==> config.mk <==
export PLATFORM = sky130hd
export DESIGN_NAME = acc_alu
export DESIGN_NICKNAME = d
export VERILOG_FILES = /design/src/rtl/acc_alu_pkg.sv /design/src/rtl/acc_alu_arith.sv /design/src/rtl/acc_alu_logic.sv /design/src/rtl/acc_alu_zero.sv /design/src/rtl/acc_alu.sv
export SDC_FILE = /design/constraint.sdc
export NUM_CORES = 1
export LEC_CHECK = 0
export ABC_AREA = 1
export BUFFER_PORTS_ARGS = -buffer_cell sky130_fd_sc_hd__buf_2
export CORE_MARGIN = 4
export CORE_UTILIZATION = 36
export DETAILED_ROUTE_END_ITERATION = 16
export PLACE_DENSITY = 0.68
export RECOVER_POWER = 25
export SYNTH_ARGS = -nofsm -noshare
export SYNTH_HDL_FRONTEND = slang
export SYNTH_HIERARCHICAL = 1
export SYNTH_SLANG_ARGS = --single-unit
export TNS_END_PERCENT = 1
==> constraint.sdc <==
create_clock -name vclk -period 7.7
set_input_delay 0.385 -clock vclk [all_inputs]
set_output_delay 0.385 -clock vclk [all_outputs]
set_load 0.05 [all_outputs]
==> src/rtl/acc_alu_pkg.sv <==
package acc_alu_pkg;
  localparam int DATA_W = 8;
  localparam int SEL_W  = 4;

  typedef enum logic [SEL_W-1:0] {
    OP_ADD  = 4'h8,
    OP_SUB  = 4'h9,
    OP_INC  = 4'hA,
    OP_IMM  = 4'hB,
    OP_AND  = 4'hC,
    OP_OR   = 4'hD,
    OP_XOR  = 4'hE,
    OP_NOT  = 4'hF
  } alu_op_e;

  // Sub-unit kinds taken from the two low code bits
  typedef enum logic [1:0] {
    AK_ADD = 2'b00,
    AK_SUB = 2'b01,
    AK_INC = 2'b10,
    AK_NA  = 2'b11
  } arith_kind_e;

  typedef enum logic [1:0] {
    LK_AND = 2'b00,
    LK_OR  = 2'b01,
    LK_XOR = 2'b10,
    LK_NOT = 2'b11
  } logic_kind_e;
endpackage

==> src/rtl/acc_alu_arith.sv <==
module acc_alu_arith
  import acc_alu_pkg::*;
#(
  parameter int W = DATA_W
) (
  input  logic [W-1:0] a_i,
  input  logic [W-1:0] b_i,
  input  logic [1:0]   kind_i,
  output logic [W-1:0] sum_o
);
  logic [W-1:0] addend;
  logic         cin;

  // One shared adder: subtract uses inverted operand plus one
  always_comb begin
    unique case (arith_kind_e'(kind_i))
      AK_SUB:  begin addend = ~b_i;        cin = 1'b1; end
      AK_INC:  begin addend = '0;          cin = 1'b1; end
      default: begin addend = b_i;         cin = 1'b0; end
    endcase
  end

  assign sum_o = a_i + addend + {{(W-1){1'b0}}, cin};

  // a difference added back to the subtrahend restores the minuend
  always_comb begin
    if (kind_i == AK_SUB)
      p_sub_inverse_r2: assert (W'(sum_o + b_i) == a_i)
        else $error("subtract result not inverse of add");
  end
endmodule

==> src/rtl/acc_alu_logic.sv <==
module acc_alu_logic
  import acc_alu_pkg::*;
#(
  parameter int W = DATA_W
) (
  input  logic [W-1:0] a_i,
  input  logic [W-1:0] b_i,
  input  logic [1:0]   kind_i,
  output logic [W-1:0] y_o
);
  for (genvar i = 0; i < W; i++) begin : g_bit
    always_comb begin
      unique case (logic_kind_e'(kind_i))
        LK_AND:  y_o[i] = a_i[i] & b_i[i];
        LK_OR:   y_o[i] = a_i[i] | b_i[i];
        LK_XOR:  y_o[i] = a_i[i] ^ b_i[i];
        default: y_o[i] = ~a_i[i];
      endcase
    end
  end
endmodule

==> src/rtl/acc_alu_zero.sv <==
module acc_alu_zero #(
  parameter int W = 8
) (
  input  logic [W-1:0] val_i,
  output logic         zero_o
);
  assign zero_o = ~|val_i;
endmodule

==> src/rtl/acc_alu.sv <==
module acc_alu
  import acc_alu_pkg::*;
#(
  parameter int W = DATA_W,
  parameter int S = SEL_W
) (
  input  logic [W-1:0] acc_i,
  input  logic [W-1:0] reg_i,
  input  logic [W-1:0] imm_i,
  input  logic [S-1:0] sel_i,
  output logic [W-1:0] result_o,
  output logic         zero_o,
  output logic         flag_we_o
);
  localparam int TOP = S - 1;

  logic [W-1:0] arith_y;
  logic [W-1:0] logic_y;
  logic         is_alu;

  assign is_alu = sel_i[TOP];

  acc_alu_arith #(.W(W)) u_arith (
    .a_i   (acc_i),
    .b_i   (reg_i),
    .kind_i(sel_i[1:0]),
    .sum_o (arith_y)
  );

  acc_alu_logic #(.W(W)) u_logic (
    .a_i   (acc_i),
    .b_i   (reg_i),
    .kind_i(sel_i[1:0]),
    .y_o   (logic_y)
  );

  always_comb begin
    if (!is_alu)
      result_o = acc_i;
    else if (sel_i[2])
      result_o = logic_y;
    else if (sel_i[1:0] == 2'b11)
      result_o = imm_i;
    else
      result_o = arith_y;
  end

  acc_alu_zero #(.W(W)) u_zero (
    .val_i (result_o),
    .zero_o(zero_o)
  );

  assign flag_we_o = is_alu;

  // the zero indication agrees with the selected result byte
  always_comb begin
    p_zero_match_r7: assert (zero_o == (result_o == '0))
      else $error("zero output disagrees with result");
  end

  // non-arithmetic codes leave the accumulator untouched
  always_comb begin
    if (!sel_i[TOP])
      p_pass_acc_r9: assert (result_o == acc_i && !flag_we_o)
        else $error("low code altered accumulator or raised hint");
  end

  // immediate load returns the immediate byte
  always_comb begin
    if (sel_i == OP_IMM)
      p_imm_pass_r4: assert (result_o == imm_i)
        else $error("immediate not passed through");
  end
endmodule

### Word-level counts from Yosys, hierarchy flattened

Cells that the tools add are included.

* output and inout port bits: 10
* word-level logic and storage cells: 55
* bits of input ports: 28
* bits in registers: 0

* bitwise logic cells: 33
* reductions and logical operators: 4
* equality and inequality tests: 3
* add/sub/neg operators: 2
* multiplexer cells: 13

Operator list (count)
* $mux W8: 3
* $pmux W1 S3: 8
* $pmux W8 S2: 1
* $add A8 B1 Y8: 1
* $add A8 B8 Y8: 1
* $and A1 B1 Y1: 8
* $not A1 Y1: 8
* $not A8 Y8: 1
* $or A1 B1 Y1: 8
* $reduce_or A8 Y1: 1
* $xor A1 B1 Y1: 8
* $eq A2 B2 Y1 const B: 2
* $eq A2 B1 Y1 const B: 1
* $logic_not A2 Y1: 1
* $reduce_or A2 Y1: 1
* $logic_not A1 Y1: 1
* $mux W1: 1

### Logic depth before layout (Yosys ltp)

Gate-level depths: netlist of the first run.

* word-level depth: 9
* depth in mapped cells: 21
* depth with buffers taken out: 20

### Cells and area by module

Netlist of the first run, hierarchy kept.

Modules (own cells, without submodules)
* acc_alu_logic: instances 1, cells an instance 86, area each 560.5 um^2
* acc_alu_arith: instances 1, cells an instance 84, area each 490.5 um^2
* acc_alu: instances 1, cells an instance 72, area each 327.8 um^2
* acc_alu_zero: instances 1, cells an instance 7, area each 26.3 um^2

### Worst setup path before layout of the first run

Ideal clock, no wire load.

* kind: in2out
* start: input port sel_i[1]
* end: output port zero_o
* stages on the path: 21
* arrival time: 3.604 ns
* required time: 7.315 ns
* slack: 3.711 ns
* cell sequence: inv_1 -> ha_1 -> inv_2 -> buf_4 -> a21oi_1 -> a21oi_1 -> fa_1 -> fa_1 -> nand2_1 -> nand2_1 -> nand3b_1 -> nand2_1 -> nand2_1 -> nand2_1 -> nand2_1 -> nand3_1 -> nand2_1 -> nand2_1 -> nor2_1 -> nand2_1 -> nor2_1

* longest elaborated chain between the ends: 9

RTL lines
* from (decl): RTL line acc_alu.sv:10 `input logic [S-1:0] sel_i,`
* $eq A2 B2 Y1 / $eq A2 B1 Y1 (equally long branches): RTL line acc_alu_arith.sv:16 `unique case (arith_kind_e'(kind_i))`
* $pmux W8 S2 / $reduce_or A2 Y1 (equally long branches)
* $add A8 B8 Y8 / $mux W1 (equally long branches): RTL line acc_alu_arith.sv:23, acc_alu_arith.sv:16
* $add A8 B1 Y8 (*): RTL line acc_alu_arith.sv:23 `assign sum_o = a_i + addend + {{(W-1){1'b0}}, cin};`
* via arith_y[6]: RTL line acc_alu.sv:17 `logic [W-1:0] arith_y;`
* $mux W8 (*): RTL line acc_alu.sv:42 `else if (sel_i[1:0] == 2'b11)`
* $mux W8 (*): RTL line acc_alu.sv:40 `else if (sel_i[2])`
* $mux W8 (*): RTL line acc_alu.sv:38 `if (!is_alu)`
* via result_o[6]: RTL line acc_alu.sv:11 `output logic [W-1:0] result_o,`
* $reduce_or A8 Y1 (*): RTL line acc_alu_zero.sv:7 `assign zero_o = ~|val_i;`
* $logic_not A1 Y1 (*): RTL line acc_alu_zero.sv:7
* to (decl): RTL line acc_alu.sv:12 `output logic zero_o,`

Mark *: on every way through the listed nets, which the timed path passes. The rest lies on a longest branch.

### Worst setup path in the final report of the first run

* start: input port sel_i[1]
* end: output port zero_o

* longest elaborated chain between the ends: 9

RTL lines (RTL line)
* $eq A2 B2 Y1 / $eq A2 B1 Y1 (equally long branches): acc_alu_arith.sv:16
* $pmux W8 S2 / $reduce_or A2 Y1 (equally long branches)
* $add A8 B8 Y8 / $mux W1 (equally long branches): acc_alu_arith.sv:23, acc_alu_arith.sv:16
* $add A8 B1 Y8 (*): acc_alu_arith.sv:23
* via arith_y[6]: acc_alu.sv:17
* $mux W8 (*): acc_alu.sv:42
* $mux W8 (*): acc_alu.sv:40
* $mux W8 (*): acc_alu.sv:38
* $reduce_or A8 Y1 (*): acc_alu_zero.sv:7
* $logic_not A1 Y1 (*): acc_alu_zero.sv:7

Marks and branches as above.

==> results_dict.tcl, run 1 <==
set metrics [dict create \
    hold_depth 2 \
    antenna_found_initial 0 \
    wl_per_cell_um 11.23 \
    dr.first_iter.drc_count 91 \
    critPathLaunchType "input port" \
    met2_length_um 1689 \
    viasPerCell 4.914 \
    period_minus_slack_ps 4702 \
    drive_gt1_frac 0.1733 \
    utilization 0.4175 \
    drv_cap 0 \
    grt_pass1_wl_um 6099 \
    first_global_vias 1350 \
    ys_seq_area_frac 0 \
    wl_met1_um 1636 \
    n_fill_cell 435 \
    die_x_um 70.48 \
    hold_viol_final 0 \
    synthToLayoutAreaGrowth_pct 10.42 \
    pre_cts_slack_ps 3629 \
    antennaDiodeCount 0 \
    crit_path_end_kind "output port" \
    synth_cell_type_count 24 \
    synth_fp_nets 302 \
    finalSetupViolations 0 \
    synth_top_family_by_area "simple AND/OR/NAND/NOR gates" \
    num_rows 22 \
    ant_nets 0 \
    synth_compound_area_frac 0.05699 \
    final_common_cell "nand2_1" \
    routed_wl_um 3649 \
    place_hpwl_um 2996 \
    critical_path_arrival_ps 4320 \
    synth_area_um2 1405 \
    ir_worst_vdd_v 0.00004599 \
    dr.max_layer_used "met4" \
    fp.dieArea_um2 4967 \
    die_h_um 70.48 \
    port-buffer-count 38 \
    slew_viol_final 0 \
    regArea_um2 0 \
    power_uw 128.9 \
    syn_inst 249 \
    worstHoldEndpoint "flag_we_o" \
    setup_slack_ps 2998 \
    yosys.area_share.xor_xnor 0.01870 \
    crit_type "input port to output port" \
    drc 0 \
    grt_use_total 0.1439 \
    gp_congestion 0.7926 \
    synth_warnings 6 \
    clkbuf_count 0 \
    synth-adder-area-share 0.2333 \
    worst_pin_slew_ps 1428 \
    gr-total-overflow 0 \
    fin_nets 332 \
    powerDensity_nw_per_um2 83.06 \
    relSlewSlack 0.04804 \
    cts_setup_buffers 0 \
    core_um2 3716 \
    required_ps 7320 \
    tns_ps 0 \
    ios 38 \
    initial_core_util 0.3781 \
    cts_resized 0 \
    layout_common_cells "nand2_1, nand3_1, buf_2" \
    final.period_utilization 0.6106 \
    muxShareOfSynthArea 0 \
    crit_fanout 28 \
    grt_max_degree 29 \
    hold_class "input port to output port" \
    synth_area_per_cell_um2 5.643 \
    seq_cells 0 \
    firstDrtPassIters 4 \
    wl_met3_um 295 \
    hp-start "sel_i[3]" \
    vias 1597 \
    rsz0062_at_grt "false" \
    power.leakage_uw 0.0009145 \
    cts_hold_buf 0 \
    synth-simple-area-share 0.5147 \
    max_clock_freq_mhz 212.7 \
    outcome "finished clean" \
]
==> cell type report <==
| cell class | instances | area, um^2 | area share |
|---|---|---|---|
| inverter | 37 | 146.4 | 0.09435 |
| multi-input combinational | 202 | 1157 | 0.7460 |
| tap | 48 | 60.06 | 0.03871 |
| timing repair buffer | 38 | 187.7 | 0.1210 |
==> synthesized netlist by cell type, drive strengths merged <==
cell | n | area (um^2)
or2 | 2 | 15.02
xor2 | 1 | 8.760
nand3 | 41 | 210.2
nand2 | 79 | 309.0
inv | 37 | 146.4
a21oi | 16 | 80.08
nand4 | 8 | 50.05
buf | 10 | 101.3
ha | 23 | 287.8
fa | 2 | 40.04
xnor2 | 2 | 17.52
nand3b | 2 | 15.01
nor2 | 26 | 123.9
==> stage by stage <==
stage / hold slack, ps / instance area (um^2) / cells
CTS: 1081 / 1554 / 325
floorplan: 937.1 / 1405 / 249
detailed placement: 1080 / 1554 / 325
finish: 1164 / 1551 / 325
global route: 1168 / 1551 / 325
global placement: 1079 / 1554 / 325
==> power breakdown <==
part	total [uW]	switching, uW	internal [uW]
registers	0	0	0
clock network	0	0	0
logic	129	84.5	44.4
total	129	84.5	44.4
==> critical path: stages <==
cell      delay [ps]
clkbuf_1        1010
inv_1            110
ha_1             350
inv_2            240
a21oi_1          130
fa_1             410
fa_1             420
nand2_1           90
nand2_1           60
nand3b_1         100
nand2_1           60
nand2_1           50
nand2_1           40
nand2_1           50
nand3_1           70
nand2_1           60
nand2_1           60
nor2_1           110
nand2_1           60
nor2_1           140
buf_2            290
==> how the worst max path moves through the flow <==
stage,cells past startpoint,from,endpoint
CTS,21,sel_i[1],zero_o
global route,22,sel_i[1],zero_o
finish,21,sel_i[1],zero_o
detailed placement,21,sel_i[1],zero_o
global placement,21,sel_i[1],zero_o
floorplan,21,sel_i[1],zero_o
==> cell families after synthesis <==
family	Yosys count
simple gates	158
buf+inv	47
fa+ha+maj	25
compound gates	16
xor+xnor	3
==> per-layer routing <==
layer  track usage  vias to the layer above
met5             0                        -
met4      0.008511                        0
met3       0.02302                        2
met2        0.2443                       54
met1        0.1983                      684
li1              -                      857
No activity file was read; power rests on OpenSTA's default activity.
==> run 2: changes to the inputs <==
PLACE_DENSITY = 0.71   (was 0.68)
clock period = 3.8 ns   (was 7.7 ns; I/O delays follow)
==> results_dict.tcl, run 2 (synthesis results as in run 1) <==
set metrics [dict create \
    outcome "finished clean" \
    cts_setup_buffers 0 \
    initial_core_util 0.3781 \
    antenna_found_initial 0 \
    crit_type "input port to output port" \
    vias 1637 \
    fin_nets 335 \
    ios 38 \
    rsz0062_at_grt "false" \
    place_hpwl_um 3009 \
    regArea_um2 0 \
    ant_nets 0 \
    critical_path_arrival_ps 3020 \
    tns_ps 0 \
    cts_resized 0 \
    required_ps 3610 \
    port-buffer-count 38 \
    crit_fanout 18 \
    hold_class "input port to output port" \
    hold_depth 2 \
    n_fill_cell 421 \
    layout_common_cells "nand2_1, nand3_1, buf_2" \
    hold_viol_final 0 \
    synthToLayoutAreaGrowth_pct 12.11 \
    wl_per_cell_um 11.34 \
    viasPerCell 4.991 \
    core_um2 3716 \
    finalNonFillerCells 328 \
    finalSetupViolations 0 \
    power.leakage_uw 0.0009320 \
    worst_pin_slew_ps 590.2 \
    final_common_cell "nand2_1" \
    fp.dieArea_um2 4967 \
    die_h_um 70.48 \
    ir_worst_vdd_v 0.0001344 \
    grt_use_total 0.1439 \
    whs_ps 773.0 \
    drive_gt1_frac 0.1857 \
    powerDensity_nw_per_um2 168.4 \
    clkbuf_count 0 \
    grt_pass1_wl_um 6168 \
    crit_path_end_kind "output port" \
    routed_wl_um 3720 \
    placed_cells 328 \
    firstDrtPassIters 4 \
    drv_cap 0 \
    slew_viol_final 0 \
    max_clock_freq_mhz 311.6 \
    period_minus_slack_ps 3210 \
    critPathLaunchType "input port" \
    relSlewSlack 0.6082 \
    grt_max_degree 28 \
    utilization 0.4239 \
    die_x_um 70.48 \
    seq_cells 0 \
    cts_hold_buf 0 \
    final.period_utilization 0.8447 \
    first_global_vias 1392 \
    drc 0 \
    antennaDiodeCount 0 \
    gr-total-overflow 0 \
    multi_input_area_um2 1157 \
    gp_congestion 0.8783 \
    dr.first_iter.drc_count 119 \
    num_rows 22 \
]
==> run 2: worst max-delay path, stage by stage <==
cell and delay, ps:
buf_2 90, inv_1 40, ha_1 290, inv_2 130, a21oi_1 170, a21oi_1 70, fa_1 420, fa_1 410
nand2_1 80, nand2_1 60, nand3b_1 100, nand2_1 50, nand2_1 50, nand2_1 40, nand2_1 50, nand3_1 60
nand2_1 70, nand2_1 60, nor2_1 150, nand2_1 80, nor2_1 90, buf_2 260
==> run 2: through the flow <==
stage | setup WS (ps) | cell area (um^2) | power (uW)
floorplan | 200.6 | 1405 | 207.3
global placement | 683.0 | 1577 | 261.5
detailed placement | 647.6 | 1577 | 264.8
CTS | 635.5 | 1577 | 265.9
global route | 354.0 | 1575 | 299.1
finish | 590.3 | 1575 | 265.2
==> run 2: layout make-up <==
type / count / area share
multi-input combinational: 202 / 0.7347
inverter: 37 / 0.09293
tap: 48 / 0.03813
timing repair buffer: 41 / 0.1342
==> run 2: where the power goes <==
part	switching, uW	total (uW)	leakage (uW)	internal, uW
logic	174	265	0.000932	91.4
registers	0	0	0	0
clock network	0	0	0	0
total	174	265	0.000932	91.4
==> run 2: final timing paths <==
check / from / endpoint / slack, ps
setup / recovery: sel_i[1] / zero_o / 590
hold / removal: sel_i[3] / flag_we_o / 770
==> run 2: metal layers <==
layer	track usage	part of all wire
met2	0.2474	0.45
met1	0.1899	0.45
met3	0.02590	0.091
met4	0.01915	0.0094
met5	0	0
